--- src/rtl/pds_pkg.sv ---
package pds_pkg;
    localparam int DATA_W      = 32;
    localparam int ADDR_W      = 4;
    localparam int GCTL_W      = 5;
    localparam int STAT_W      = 5;
    localparam int REQ_BIT     = 0;
    localparam int GATE_BIT    = 8;
    localparam int GO_BIT      = 1;
    localparam int PEND_BIT    = 1;
    localparam int BUSY_BIT    = 1;
    localparam int SW_BIT      = 0;
    localparam logic [STAT_W-1:0] ON_CODE = 5'h03;

    localparam logic [ADDR_W-1:0] A_GCTL  = 4'd0;
    localparam logic [ADDR_W-1:0] A_DCTL  = 4'd1;
    localparam logic [ADDR_W-1:0] A_DSTAT = 4'd2;
    localparam logic [ADDR_W-1:0] A_XCMD  = 4'd3;
    localparam logic [ADDR_W-1:0] A_XSTAT = 4'd4;
    localparam logic [ADDR_W-1:0] A_PEND  = 4'd5;
    localparam logic [ADDR_W-1:0] A_PCLR  = 4'd6;
    localparam logic [ADDR_W-1:0] A_SW    = 4'd7;

    typedef enum logic [1:0] {
        ST_OFF       = 2'd0,
        ST_EXT_WAIT  = 2'd1,
        ST_GATE_WAIT = 2'd2,
        ST_ON        = 2'd3
    } seq_state_t;
endpackage

--- src/rtl/pds_regs.sv ---
module pds_regs
    import pds_pkg::*;
(
    input  logic              clk,
    input  logic              rst_n,
    input  logic              we,
    input  logic [ADDR_W-1:0] addr,
    input  logic [DATA_W-1:0] wdata,
    input  logic              busy,
    input  logic              go_ok,
    output logic              go_cmd,
    output logic [GCTL_W-1:0] gctl,
    output logic              dctl_req,
    output logic              dctl_gate,
    output logic              pend,
    output logic              sw_closed
);
    logic unused_wdata;
    assign unused_wdata = ^{wdata[DATA_W-1:GATE_BIT+1], wdata[GATE_BIT-1:GCTL_W]};

    logic wr_gctl, wr_dctl, wr_pclr, wr_sw;
    assign wr_gctl = we && (addr == A_GCTL);
    assign wr_dctl = we && (addr == A_DCTL);
    assign wr_pclr = we && (addr == A_PCLR) && wdata[PEND_BIT];
    assign wr_sw   = we && (addr == A_SW) && wdata[SW_BIT];
    assign go_cmd  = we && (addr == A_XCMD) && wdata[GO_BIT];

    always_ff @(posedge clk) begin
        if (!rst_n) begin
            gctl      <= '0;
            dctl_req  <= 1'b0;
            dctl_gate <= 1'b0;
            pend      <= 1'b0;
            sw_closed <= 1'b0;
        end else begin
            if (wr_gctl) gctl <= wdata[GCTL_W-1:0];
            if (wr_dctl) begin
                dctl_req  <= wdata[REQ_BIT];
                dctl_gate <= wdata[GATE_BIT];
            end
            if (go_ok)        pend <= 1'b1;
            else if (wr_pclr) pend <= 1'b0;
            if (wr_sw && busy) sw_closed <= 1'b1;
        end
    end

    AST_SW_ONLY_BUSY: assert property (@(posedge clk) disable iff (!rst_n)
        $rose(sw_closed) |-> $past(busy));
    AST_PEND_NEEDS_CLR: assert property (@(posedge clk) disable iff (!rst_n)
        $fell(pend) |-> $past(we && addr == A_PCLR));
endmodule

--- src/rtl/pds_fsm.sv ---
module pds_fsm
    import pds_pkg::*;
(
    input  logic              clk,
    input  logic              rst_n,
    input  logic              go_cmd,
    input  logic              gctl_en,
    input  logic              dctl_req,
    input  logic              dctl_gate,
    input  logic              pend,
    input  logic              sw_closed,
    input  logic              ext_good,
    output logic              go_ok,
    output logic              busy,
    output logic              is_on,
    output logic              pwr_en,
    output seq_state_t        state_o
);
    seq_state_t state_q, state_d;

    always_ff @(posedge clk) begin
        if (!rst_n) state_q <= ST_OFF;
        else        state_q <= state_d;
    end

    always_comb begin
        go_ok   = go_cmd && gctl_en && dctl_req && !dctl_gate && (state_q == ST_OFF);
        state_d = state_q;
        unique case (state_q)
            ST_OFF:       if (go_ok) state_d = ST_EXT_WAIT;
            ST_EXT_WAIT:  if (!pend) state_d = ST_GATE_WAIT;
            ST_GATE_WAIT: if (dctl_gate && sw_closed && ext_good) state_d = ST_ON;
            ST_ON:        state_d = ST_ON;
        endcase
    end

    always_comb begin
        busy    = (state_q == ST_EXT_WAIT) || (state_q == ST_GATE_WAIT);
        is_on   = (state_q == ST_ON);
        pwr_en  = (state_q != ST_OFF);
        state_o = state_q;
    end

    AST_ON_NEEDS_ALL: assert property (@(posedge clk) disable iff (!rst_n)
        $rose(is_on) |-> $past(ext_good && dctl_gate && sw_closed && !pend));
    AST_ON_STICKY: assert property (@(posedge clk) disable iff (!rst_n)
        is_on |=> is_on);
    AST_EN_WHILE_ON: assert property (@(posedge clk) disable iff (!rst_n)
        is_on |-> pwr_en);
    AST_BUSY_NOT_ON: assert property (@(posedge clk) disable iff (!rst_n)
        !(busy && is_on));
endmodule

--- src/rtl/pwr_domain_seq.sv ---
module pwr_domain_seq
    import pds_pkg::*;
(
    input  logic              clk,
    input  logic              rst_n,
    input  logic              reg_we,
    input  logic [ADDR_W-1:0] reg_addr,
    input  logic [DATA_W-1:0] reg_wdata,
    output logic [DATA_W-1:0] reg_rdata,
    input  logic              ext_pwr_good,
    output logic              dom_pwr_en
);
    logic              go_cmd, go_ok, busy, is_on;
    logic [GCTL_W-1:0] gctl;
    logic              dctl_req, dctl_gate, pend, sw_closed;
    seq_state_t        state;

    pds_regs u_regs (
        .clk(clk), .rst_n(rst_n), .we(reg_we), .addr(reg_addr), .wdata(reg_wdata),
        .busy(busy), .go_ok(go_ok), .go_cmd(go_cmd), .gctl(gctl),
        .dctl_req(dctl_req), .dctl_gate(dctl_gate), .pend(pend), .sw_closed(sw_closed)
    );

    pds_fsm u_fsm (
        .clk(clk), .rst_n(rst_n), .go_cmd(go_cmd), .gctl_en(gctl[0]),
        .dctl_req(dctl_req), .dctl_gate(dctl_gate), .pend(pend), .sw_closed(sw_closed),
        .ext_good(ext_pwr_good), .go_ok(go_ok), .busy(busy), .is_on(is_on),
        .pwr_en(dom_pwr_en), .state_o(state)
    );

    always_comb begin
        reg_rdata = '0;
        unique case (reg_addr)
            A_GCTL:  reg_rdata[GCTL_W-1:0] = gctl;
            A_DCTL:  begin
                reg_rdata[REQ_BIT]  = dctl_req;
                reg_rdata[GATE_BIT] = dctl_gate;
            end
            A_DSTAT: reg_rdata[STAT_W-1:0] = is_on ? ON_CODE : '0;
            A_XSTAT: reg_rdata[BUSY_BIT] = busy;
            A_PEND:  reg_rdata[PEND_BIT] = pend;
            A_SW:    reg_rdata[SW_BIT] = sw_closed;
            default: reg_rdata = '0;
        endcase
    end

    AST_PEND_IN_EXT_WAIT: assert property (@(posedge clk) disable iff (!rst_n)
        pend |-> (state == ST_EXT_WAIT));
    AST_EN_AFTER_GO: assert property (@(posedge clk) disable iff (!rst_n)
        go_ok |=> dom_pwr_en);
endmodule

--- config.mk ---
export PLATFORM = sky130hd
export DESIGN_NAME = pwr_domain_seq
export DESIGN_NICKNAME = d
export VERILOG_FILES = /design/src/rtl/pds_pkg.sv /design/src/rtl/pds_regs.sv /design/src/rtl/pds_fsm.sv /design/src/rtl/pwr_domain_seq.sv
export SDC_FILE = /design/constraint.sdc
export NUM_CORES = 1
export LEC_CHECK = 0
export ABC_AREA = 1
export BUFFER_PORTS_ARGS = -buffer_cell sky130_fd_sc_hd__buf_2
export CAP_MARGIN = 5
export CORE_MARGIN = 3
export CORE_UTILIZATION = 34
export DETAILED_ROUTE_END_ITERATION = 8
export PLACE_DENSITY_LB_ADDON = 0.25
export RECOVER_POWER = 25
export SETUP_SLACK_MARGIN = 0.15
export SYNTH_ARGS = -nofsm -noshare
export SYNTH_HDL_FRONTEND = slang
export SYNTH_SLANG_ARGS = --single-unit
--- constraint.sdc ---
create_clock -name clk -period 1.4 [get_ports clk]
set_clock_uncertainty 0.2 [all_clocks]
set_input_delay 0.14 -clock clk [delete_from_list [all_inputs] [get_ports clk]]
set_output_delay 0.14 -clock clk [all_outputs]
set_load 0.1 [all_outputs]
======== Yosys cells after proc, flatten, opt, wreduce, memory -nomap -nowiden ========
Cells that the tools add are included.
storage, ports and cells
  flip-flop bits (word level) ............. 11
  bits of input ports ..................... 40
  output and inout bits ................... 33
operators by class
  eq/ne operators ......................... 13
  multiplexer cells ....................... 11
  reduce and logical (&&, ||, !) cells .... 22
operator list
  operator                                               count
  equality test 4 x 3 -> 1 bit, second input constant    4
  logical AND 1 bit                                      15
  equality test 4 x 2 -> 1 bit, second input constant    2
  2-to-1 mux 2 bit                                       4
  case mux 1 bit (4 select lines)                        2
  case mux 2 bit (4 select lines)                        1
  case mux 3 bit (2 select lines)                        1
  equality test 2 bit, second input constant             2
  equality test 4 x 1 -> 1 bit, second input constant    1
  logical NOT 4 bit                                      1
  inequality test 2 bit, second input constant           2
  nonzero test 2 bit                                     2
  2-to-1 mux 1 bit                                       3
  AND reduction 3 bit                                    1
  equality test 2 x 1 -> 1 bit, second input constant    1
  logical NOT 2 bit                                      1
  inequality test 2 x 1 -> 1 bit, second input constant  1
  logical NOT 1 bit                                      1
  logical OR 1 bit                                       1

======== Depth between registers and ports, before layout ========
Gate-level depths: netlist of run 1.
  depth in word-level cells ............... 9
  gate-level depth with buffers ........... 7

======== By module ========
From an unflattened synthesis of run 1, not the netlist that was laid out.
second synthesis, totals
  cell total of the unflattened synthesis .. 143
  area total of the unflattened synthesis .. 949.7 µm²
by module, submodules not included
  module          instances  cells each  area each (µm²)
  pds_regs        1          57          425.4
  pwr_domain_seq  1          60          345.3
  pds_fsm         1          26          178.9

======== Worst setup path before layout of run 1 ========
OpenSTA, ideal clock, no wires.
  kind .................................... register to output
  start ................................... reg u_regs.dctl_gate
  end ..................................... out reg_rdata[8]
  arrival ................................. 2.469 ns
  data required time ...................... 1.060 ns
  slack ................................... -1.409 ns
  stages on the path, launching flop included .. 3
  path buffers ............................ 0
  cell sequence ........................... dfxtp_1 -> inv_1 -> nor3_1
between the ends
  word-level cells in the longest chain between the ends .. 1
ends and longest elaborated chain
  element                   line                  RTL
  start: declaration        pds_regs.sv:14        output logic dctl_gate,
  start signal: assignment  pds_regs.sv:39        dctl_gate <= wdata[GATE_BIT];
  2-to-1 mux 1 bit          pwr_domain_seq.sv:33  unique case (reg_addr)
  end: declaration          pwr_domain_seq.sv:9   output logic [DATA_W-1:0] reg_rdata,
Every way passes these cells.

======== Worst setup path in the final report of run 1 ========
  start ................................... reg u_fsm.state_q[1], in the netlist u_fsm.state_o[1]
  end ..................................... out reg_rdata[1]
between the ends
  word-level cells in the longest chain between the ends .. 3
ends and longest elaborated chain
  element                                                      line                                 RTL
  start: declaration                                           pds_fsm.sv:19                        seq_state_t state_q, state_d;
  start signal: assignment                                     pds_fsm.sv:23                        else state_q <= state_d;
  equality test 2 bit, or another cell as far along            pds_fsm.sv:39                        is_on = (state_q == ST_ON);
  2-to-1 mux 2 bit / logical OR 1 bit (equally long branches)  pwr_domain_seq.sv:39, pds_fsm.sv:38
  case mux 1 bit (4 select lines) *                            pwr_domain_seq.sv:33
Mark *: on every way between the ends. The rest lies on a longest branch, timed or not.

==> run_results.csv, run 1 <==
group,metric,value,unit
routing,drt_iter0_markers,18,
logic_synthesis,synth_compound_area_frac,0.1295,
logic_synthesis,synth_seq_cells,11,
power_and_ir_drop,total_power,1.924,mW
routing,routed.top_layer,"met4",
placement,port-buffer-count,20,
worst_setup_path,reg2reg_from,"u_fsm.state_o[1]$_SDFFE_PN0P_",
timing,grt_setup_unrepaired,"true",
logic_synthesis,ys_warn_count,0,
logic_synthesis,yosys.area_share.simple,0.2547,
timing,tns,-1003,ps
logic_synthesis,synth_top_family_by_area,"buffers and inverters",
power_and_ir_drop,total_leakage_power,0.6019,nW
timing,setup_slack,-313.8,ps
cts,cts_root_buffer,"clkbuf_4",
logic_synthesis,synth-xor-area-share,0,
cts,cts_tree,"done",
logic_synthesis,synth.distinct_cells,21,
timing,setup_viol,8,
cts,insertion_delay,280,ps
worst_setup_path,start_kind,"register",
worst_setup_path,crit_type,"reg -> out",
finish,final_util,0.6133,
finish,syn2layout_area_growth,63.90,%
timing,post-route-min-period,1714,ps
floorplan,fp.dieW,56.28,microns
worst_setup_path,crit_slowest_cell,"dfxtp_2",
cts,cts.sinks,11,
timing,hold_viol,0,
finish,n_antenna_cell,0,
floorplan,core_area,2297,sq um
logic_synthesis,synth_cells,122,
logic_synthesis,yosysTopAreaCellShare,0.2562,
worst_setup_path,cp.required,1060,ps
cts,cts_inserted_buffers,3,
timing,clock.fmax,583.5,MHz
grt,grt_use_total,0.1488,
routing,routed_wl,2351,microns
hold_path,whs_path_depth,4,
grt,grt_antenna_before_repair,0,
floorplan,row_count,17,
status,status,"finished with violations",
logic_synthesis,ys_seq_area_frac,0.2562,
worst_setup_path,cp_max_fo,3,
logic_synthesis,synth_area,859.6,sq um
floorplan,fp.dieH,56.28,microns
finish,multi_input_area,645.6,sq um
routing,wl_met3,132,microns
routing,dr_wl_met2,1224,microns
timing,maxSlewViolCount,0,
floorplan,start_util,0.3742,
worst_setup_path,crit_start,"u_fsm.state_o[1]$_SDFFE_PN0P_",
routing,route.detailed.drc,0,
finish,fillers,204,
finish,register_area,227.7,sq um
cts,clock_path_buffers,2,
grt,overflow,0,
worst_setup_path,cp.arrival,1370,ps
hold_path,worstHoldPathType,"in -> reg",
cts,htree_levels,1,
routing,via_per_inst,4.352,
routing,wl_met1,885,microns
finish,nNetsFinal,213,
logic_synthesis,synth.avg_cell_area,7.046,sq um
floorplan,io_pins,73,
worst_setup_path,slowest_delay,360,ps
worst_setup_path,cp-end-kind,"primary output",
timing,final.period_utilization,1.224,
placement,place_congestion,0.8673,
routing,drt_first_pass_iters,4,
floorplan,dieArea,3167,sq um
hold_path,hp-start,"reg_addr[3]",
cts,path_clk_slew,70,ps
routing,wl_per_cell,11.99,microns
routing,routed-via-count,853,
routing,antenna_left,0,
job,maxCapViolCount,0,
grt,grt_pass1_wl,3663,microns
worst_setup_path,crit_chain,"inv_2 > ha_4 > nand3_4 > o2111ai_4 > buf_12",
placement,hpwl,1635,microns
power_and_ir_drop,ir_drop,1.434,mV
grt,grt_pass1_vias,864,
status,failed_checks,"negative setup slack",
logic_synthesis,synthAdderAreaFrac,0.05822,
grt,grt_max_degree,11,
logic_synthesis,synthTopCellsByArea,"dfxtp_1, buf_4, nand2_1",
logic_synthesis,yosysTopAreaCell,"dfxtp_1",
worst_setup_path,reg2regPathDepth,9,
power_and_ir_drop,power.density,1365,nW/um^2
finish,drive_gt1_frac,0.4464,
logic_synthesis,synthMuxAreaShare,0,
cell usage in the layout (no fill, tap or decap), drive strengths merged:
master	synthesis	final
nand2	19	19
conb	1	26
o21ai	5	5
a21oi	10	10
dfxtp	11	11
clkinvlp	0	1
buf	26	34
o2111ai	2	2
dlygate4sd3	0	9
ha	4	4
nand4	2	2
clkbuf	0	4
nor3	2	2
nor2	14	14
a21boi	1	1
nand3	8	8
a211oi	1	1
inv	16	15
where the power goes:
part	internal [mW]	switching, mW	leakage, nW
registers	0.356	0.0345	0.0912
logic	0.483	0.821	0.496
clock network	0.111	0.119	0.0150
layer usage:
metal,vias to the layer above,global-route usage
met1,381,0.1602
met4,0,0.06780
met5,-,0
li1,433,-
met2,29,0.2621
met3,10,0.04828
sequential cells by signal, summed over array words and instances, names as in the netlist:
register          count
u_regs.pend           1
u_regs.dctl_gate      1
u_regs.sw_closed      1
u_fsm.state_o         2
u_regs.dctl_req       1
u_regs.gctl           5
cells in the mapped netlist (all sizes together):
cell type  number
buf            26
o21ai           5
nor2           14
a211oi          1
nand4           2
ha              4
o2111ai         2
dfxtp          11
nand2          19
a21boi          1
a21oi          10
conb            1
inv            16
nor3            2
nand3           8
layout make-up:
cell class | instances | share of cell area
clock buffers | 4 | 0.01865
flip-flops and latches | 11 | 0.1616
inverters | 16 | 0.04707
repair buffers | 43 | 0.2895
multi-input cells | 94 | 0.4583
well taps | 28 | 0.02487
per-stage QoR:
stage | instance area (sq um) | hold slack, ps | setup slack (ps) | cells
after floorplan | 1066 | 44.11 | -126.5 | 147
after global placement | 1156 | 207.1 | -41.92 | 175
after detailed placement | 1156 | 215.4 | -37.88 | 175
after CTS | 1344 | 12.42 | -295.0 | 193
after global routing | 1409 | 29.65 | -356.8 | 196
final | 1409 | 19.13 | -313.8 | 196
critical path, delay by kind of cell, from the launching register on:
kind / cells / cell delay [ps]
DFF: 1 / 360
AOI/OAI and AO/OA: 1 / 100
buffers and inverters: 2 / 260
and+or+nand+nor: 1 / 90
adders and majority gates: 1 / 280
cell families after synthesis:
kind of cell | count (synthesis)
AO/OA/AOI/OAI | 19
adder cells (fa/ha/maj) | 4
buffers and inverters | 42
flip-flops | 11
other | 1
AND/OR/NAND/NOR | 45
final timing paths:
path	endpoint	slack [ps]
max	reg_rdata[1]	-310
min	u_regs.sw_closed$_SDFFE_PN0P_	20
max reg2reg	u_fsm.state_o[1]$_SDFFE_PN0P_	-200
min reg2reg	u_regs.sw_closed$_SDFFE_PN0P_	280
timing repair:
action                                  CTS  global route
resized for setup                         8            14
endpoints found under the hold margin     9             0
endpoints found under the setup margin    9            10
hold buffers                              9             0
pin swaps                                 7            10
buffers inserted                          5             3
Power figures use the tool's default switching activity.
==> run 2, diff against run 1 <==
GPL_TIMING_DRIVEN = 0   (was unset)
==> run 2 against run 1 <==
The run ends with negative hold slack, negative setup slack left. Critical path depth did not move. Clock power increased by 8%. Combinational power is 3% lower. Die area unchanged. Core utilization rose by 7.7 points. Non-clock buffer count up 26. Global-route usage rose by 1.7 points. Critical path type unchanged. Largest power group unchanged.
==> run_results.csv, run 2 (synthesized netlist as in run 1, its figures left out) <==
group,metric,value,unit
status,status,"finished with violations",
status,failed_checks,"negative hold slack, negative setup slack",
grt,grt_pass1_vias,915,
timing,setup_viol,5,
grt,grt_pass1_wl,4119,microns
timing,post-route-min-period,1708,ps
floorplan,fp.dieH,56.28,microns
worst_setup_path,cp_max_fo,3,
hold_path,hold_end,"u_regs.sw_closed$_SDFFE_PN0P_",
routing,wl_met3,203,microns
finish,mostFrequentLayoutCells,"buf_4, conb_1, nand2_1",
finish,regMostFlops,"u_regs.gctl",
placement,port-buffer-count,20,
routing,wl_per_cell,11.80,microns
routing,dr_wl_met2,1390,microns
finish,nNetsFinal,239,
power_and_ir_drop,total_power,1.907,mW
hold_path,worstHoldPathType,"in -> reg",
finish,final_common_cell,"buf_4",
grt,overflow,0,
cts,htree_levels,1,
grt,grt_use_total,0.1661,
finish,n_antenna_cell,0,
timing,maxSlewViolCount,0,
timing,grt_setup_unrepaired,"true",
power_and_ir_drop,swShare,0.5068,
routing,antenna_left,0,
worst_setup_path,r2r_slack,-130,ps
power_and_ir_drop,p_seq_frac,0.211,
power_and_ir_drop,p_comb_frac,0.659,
worst_setup_path,reg2regPathDepth,9,
power_and_ir_drop,clkPwrFrac,0.130,
floorplan,fp.dieW,56.28,microns
placement,dp_worst_setup_slack,-307.2,ps
routing,drt_iter0_markers,14,
cts,cts_root_buffer,"clkbuf_4",
floorplan,dieArea,3167,sq um
power_and_ir_drop,ir_drop,1.247,mV
worst_setup_path,timing.rr.end,"u_fsm.state_o[1]$_SDFFE_PN0P_",
cts,cts_inserted_buffers,3,
worst_setup_path,slowest_delay,380,ps
cts,clock_path_buffers,2,
finish,fillers,184,
cts,insertion_delay,290,ps
cts,cts.sinks,11,
finish,syn2layout_area_growth,84.57,%
routing,route.detailed.drc,0,
routing,drt_first_pass_iters,4,
grt,grt_max_degree,11,
floorplan,io_pins,73,
power_and_ir_drop,total_leakage_power,0.7546,nW
worst_setup_path,crit_slowest_cell,"dfxtp_4",
finish,largest_reg_flops,5,
worst_setup_path,cp.required,1060,ps
routing,wl_met1,966,microns
routing,via_per_inst,4.320,
placement,hpwl,1650,microns
cts,path_clk_slew,80,ps
cts,cts_hold_buf,9,
worst_setup_path,start_kind,"register",
power_and_ir_drop,power.density,1202,nW/um^2
hold_path,hp-start,"reg_addr[3]",
worst_setup_path,crit_type,"reg -> out",
worst_setup_path,cp-end-kind,"primary output",
job,maxCapViolCount,0,
power_and_ir_drop,p_int,0.9404,mW
worst_setup_path,reg2reg_from,"u_fsm.state_o[1]$_SDFFE_PN0P_",
finish,final_util,0.6906,
timing,tns,-887.2,ps
timing,setup_slack,-308.2,ps
timing,final.period_utilization,1.220,
floorplan,core_area,2297,sq um
hold_path,whs_path_depth,4,
routing,routed_wl,2619,microns
floorplan,row_count,17,
timing,holdWs,-47.65,ps
timing,hold_viol,1,
timing,clock.fmax,585.4,MHz
grt,grt_antenna_before_repair,0,
cts,cts_tree,"done",
routing,routed-via-count,959,
worst_setup_path,crit_chain,"inv_4 > ha_4 > nand3_4 > o2111ai_4 > buf_12",
power_and_ir_drop,switchingPower,0.9663,mW
placement,place_congestion,0.8815,
worst_setup_path,cp.arrival,1370,ps
floorplan,start_util,0.3742,
finish,drive_gt1_frac,0.5052,
routing,routed.top_layer,"met4",
==> run 2: cell types whose count changed in the layout (fill, tap and decap cells not counted), sizes merged <==
| cell | before | now |
|---|---|---|
| buf | 34 | 60 |
==> run 2: worst max-delay path, delay by kind of cell, from the launching register on <==
| kind | cells | cell delay, ps |
|---|---|---|
| AND/OR/NAND/NOR | 1 | 80 |
| buffers and inverters | 2 | 240 |
| adder cells (fa/ha/maj) | 1 | 270 |
| flip-flops | 1 | 380 |
| AO/OA/AOI/OAI | 1 | 100 |
==> run 2: final cells by class <==
class / instances / area [sq um] / share of cell area
tap: 28 / 35.03 / 0.02208
inverter: 16 / 68.82 / 0.04338
multi-input combinational: 94 / 616.8 / 0.3888
sequential: 11 / 234.0 / 0.1475
timing repair buffer: 43 / 410.4 / 0.2587
buffer: 26 / 195.2 / 0.1230
clock buffer: 4 / 26.28 / 0.01656
==> run 2: timing repair <==
action                     in CTS  in global routing
buffers inserted                9                  5
hold endpoints to repair        9                  1
pin swaps                      11                  9
gates resized for setup        45                  6
setup endpoints to repair       9                 11
gates cloned                    0                  0
==> run 2: routing by layer <==
layer,up-vias,GRT usage
met3,9,0.05287
met1,422,0.1828
li1,485,-
met5,-,0
met2,43,0.3055
met4,0,0.04068
==> run 2: worst max path at each step <==
stage | startpoint | to | slack, ps | cells past startpoint
floorplan | reg_addr[2] | reg_rdata[8] | -130 | 3
global placement | reg_addr[2] | reg_rdata[1] | -290 | 5
detailed placement | reg_addr[1] | reg_rdata[0] | -310 | 5
CTS | u_fsm.state_o[1]$_SDFFE_PN0P_ | reg_rdata[1] | -300 | 5
global route | u_fsm.state_o[1]$_SDFFE_PN0P_ | reg_rdata[1] | -360 | 5
finish | u_fsm.state_o[1]$_SDFFE_PN0P_ | reg_rdata[1] | -310 | 5
==> run 2: power by group through the flow <==
stage                     clock network [mW]  logic, mW  registers (mW)
after floorplan                            0      0.811           0.395
after global placement                     0      0.907           0.402
after detailed placement                   0      0.912           0.407
after CTS                              0.238       1.15           0.402
after global routing                   0.266       1.32           0.407
final                                  0.248       1.26           0.402
==> run 2: through the flow <==
stage               cell area (sq um)  cells
finish                           1587    222
global route                     1587    222
CTS                              1529    217
detailed placement               1201    195
global placement                 1201    195
floorplan                        1066    147
==> run 3, diff against run 2 <==
==> constraint.sdc (replaced) <==
create_clock -name clk -period 1.4 [get_ports clk]
set_clock_uncertainty 0.2 [all_clocks]
set_input_delay 0.21 -clock clk [delete_from_list [all_inputs] [get_ports clk]]
set_output_delay 0.21 -clock clk [all_outputs]
set_load 0.1 [all_outputs]
==> run 3 against run 2 <==
The run ends with negative setup slack left. Combinational power is essentially flat. Global-route usage shrank 2.3 points. Power shrank 0.44%. Critical path depth is the same. Clock power shrank 10%. Wire length shrank 12%. Highest routed layer unchanged. Cell count shrank 4.5%. Sequential power shrank 3%. Clock-buffer cell count is the same. Sequential cell count is the same. Sequential share of layout area grew 0.67 points.
==> run_results.csv, run 3 (synthesized netlist as in run 1, its figures left out) <==
group,metric,value,unit
status,status,"finished with violations",
status,failed_checks,"negative setup slack",
floorplan,dieArea,3167,sq um
timing,post-route-min-period,1763,ps
routing,routed-via-count,889,
cts,clock_path_buffers,2,
power_and_ir_drop,total_leakage_power,0.7193,nW
floorplan,fp.dieH,56.28,microns
timing,setup_viol,7,
cts,cts_inserted_buffers,3,
worst_setup_path,crit_type,"reg -> out",
grt,grt_pass1_wl,3615,microns
power_and_ir_drop,ir_drop,1.901,mV
timing,hold_viol,0,
finish,regMostFlops,"u_regs.gctl",
grt,grt_antenna_before_repair,0,
worst_setup_path,reg2reg_from,"u_fsm.state_o[1]$_SDFFE_PN0P_",
grt,overflow,0,
grt,grt_pass1_vias,835,
cts,cts_tree,"done",
worst_setup_path,r2r_slack,-150,ps
placement,port-buffer-count,20,
routing,antenna_left,0,
routing,via_per_inst,4.193,
cts,htree_levels,1,
worst_setup_path,cp_max_fo,4,
grt,grt_max_degree,11,
worst_setup_path,cp.required,990,ps
cts,cts.sinks,11,
routing,drt_iter0_markers,18,
hold_path,hp-start,"reg_wdata[4]",
grt,grt_use_total,0.1430,
cts,insertion_delay,270,ps
timing,clock.fmax,567.3,MHz
cts,path_clk_slew,70,ps
finish,syn2layout_area_growth,74.67,%
power_and_ir_drop,total_power,1.898,mW
worst_setup_path,crit_chain,"inv_2 > ha_4 > nand3_2 > o2111ai_4 > buf_12",
finish,n_antenna_cell,0,
routing,routed_wl,2312,microns
worst_setup_path,cp-end-kind,"primary output",
floorplan,core_area,2297,sq um
finish,final_common_cell,"buf_4",
routing,route.detailed.drc,0,
worst_setup_path,cp.arrival,1350,ps
floorplan,row_count,17,
routing,drt_first_pass_iters,5,
finish,mostFrequentLayoutCells,"buf_4, conb_1, nand2_1",
floorplan,start_util,0.3742,
job,maxCapViolCount,0,
timing,grt_setup_unrepaired,"true",
routing,wl_per_cell,10.91,microns
cts,cts_hold_buf,0,
placement,hpwl,1638,microns
finish,fillers,197,
placement,place_congestion,0.8602,
hold_path,worstHoldPathType,"in -> reg",
finish,largest_reg_flops,5,
finish,final_util,0.6536,
cts,cts_root_buffer,"clkbuf_4",
finish,drive_gt1_frac,0.5163,
worst_setup_path,crit_slowest_cell,"dfxtp_2",
power_and_ir_drop,power.density,1264,nW/um^2
worst_setup_path,start_kind,"register",
worst_setup_path,slowest_delay,360,ps
floorplan,io_pins,73,
timing,maxSlewViolCount,0,
timing,final.period_utilization,1.259,
floorplan,fp.dieW,56.28,microns
worst_setup_path,crit_start,"u_fsm.state_o[1]$_SDFFE_PN0P_",
timing,setup_slack,-362.8,ps
finish,nNetsFinal,229,
run 3: worst paths after layout:
check | to | depth (start not counted)
hold / removal | u_regs.gctl[4]$_SDFFE_PN0P_ | 3
hold reg to reg | u_regs.sw_closed$_SDFFE_PN0P_ | 2
setup / recovery | reg_rdata[1] | 5
setup reg to reg | u_fsm.state_o[1]$_SDFFE_PN0P_ | 9
run 3: per-stage QoR:
step / setup slack [ps] / hold slack [ps] / TNS (ps) / cells / instance area [sq um]
6_report: -362.8 / 21.29 / -1187 / 212 / 1501
5_1_grt: -416.7 / 26.52 / -1538 / 212 / 1501
4_1_cts: -373.1 / 17.09 / -1194 / 208 / 1455
3_5_place_dp: -430.0 / 258.4 / -1970 / 195 / 1209
3_3_place_gp: -432.3 / 258.6 / -1952 / 195 / 1209
2_1_floorplan: -238.8 / 114.1 / -1054 / 147 / 1074
run 3: final cells by class:
class / instances / area (sq um) / area share
flip-flops and latches: 11 / 231.5 / 0.1542
well taps: 28 / 35.03 / 0.02333
plain buffers: 26 / 195.2 / 0.1300
multi-input cells: 94 / 606.8 / 0.4042
clock buffers: 4 / 26.28 / 0.01750
repair buffers: 33 / 340.3 / 0.2267
inverters: 16 / 66.31 / 0.04417
run 3: repair_timing:
item,CTS,global route
pin swaps,13,5
buffers inserted,9,4
gates resized for setup,45,7
endpoints found under the hold margin,0,0
setup endpoints to repair,9,10
run 3: where the power goes:
group / switching, mW / leakage, nW / internal (mW)
Clock: 0.113 / 0.0150 / 0.110
Combinational: 0.787 / 0.612 / 0.497
Sequential: 0.0370 / 0.0920 / 0.354
Total: 0.936 / 0.719 / 0.962
run 3: metal layers:
metal | vias to the layer above | GRT usage | share of wire
met1 | 389 | 0.1597 | 0.38
met2 | 34 | 0.2588 | 0.54
met4 | 0 | 0.03729 | 0.0043
met3 | 2 | 0.04598 | 0.069
met5 | - | 0 | 0
li1 | 464 | - | -
run 3: worst max-delay path: cells and delay by family, from the launching register on:
family / cells / cell delay, ps
compound gates: 1 / 100
buf+inv: 2 / 270
simple gates: 1 / 90
fa+ha+maj: 1 / 270
flops: 1 / 360
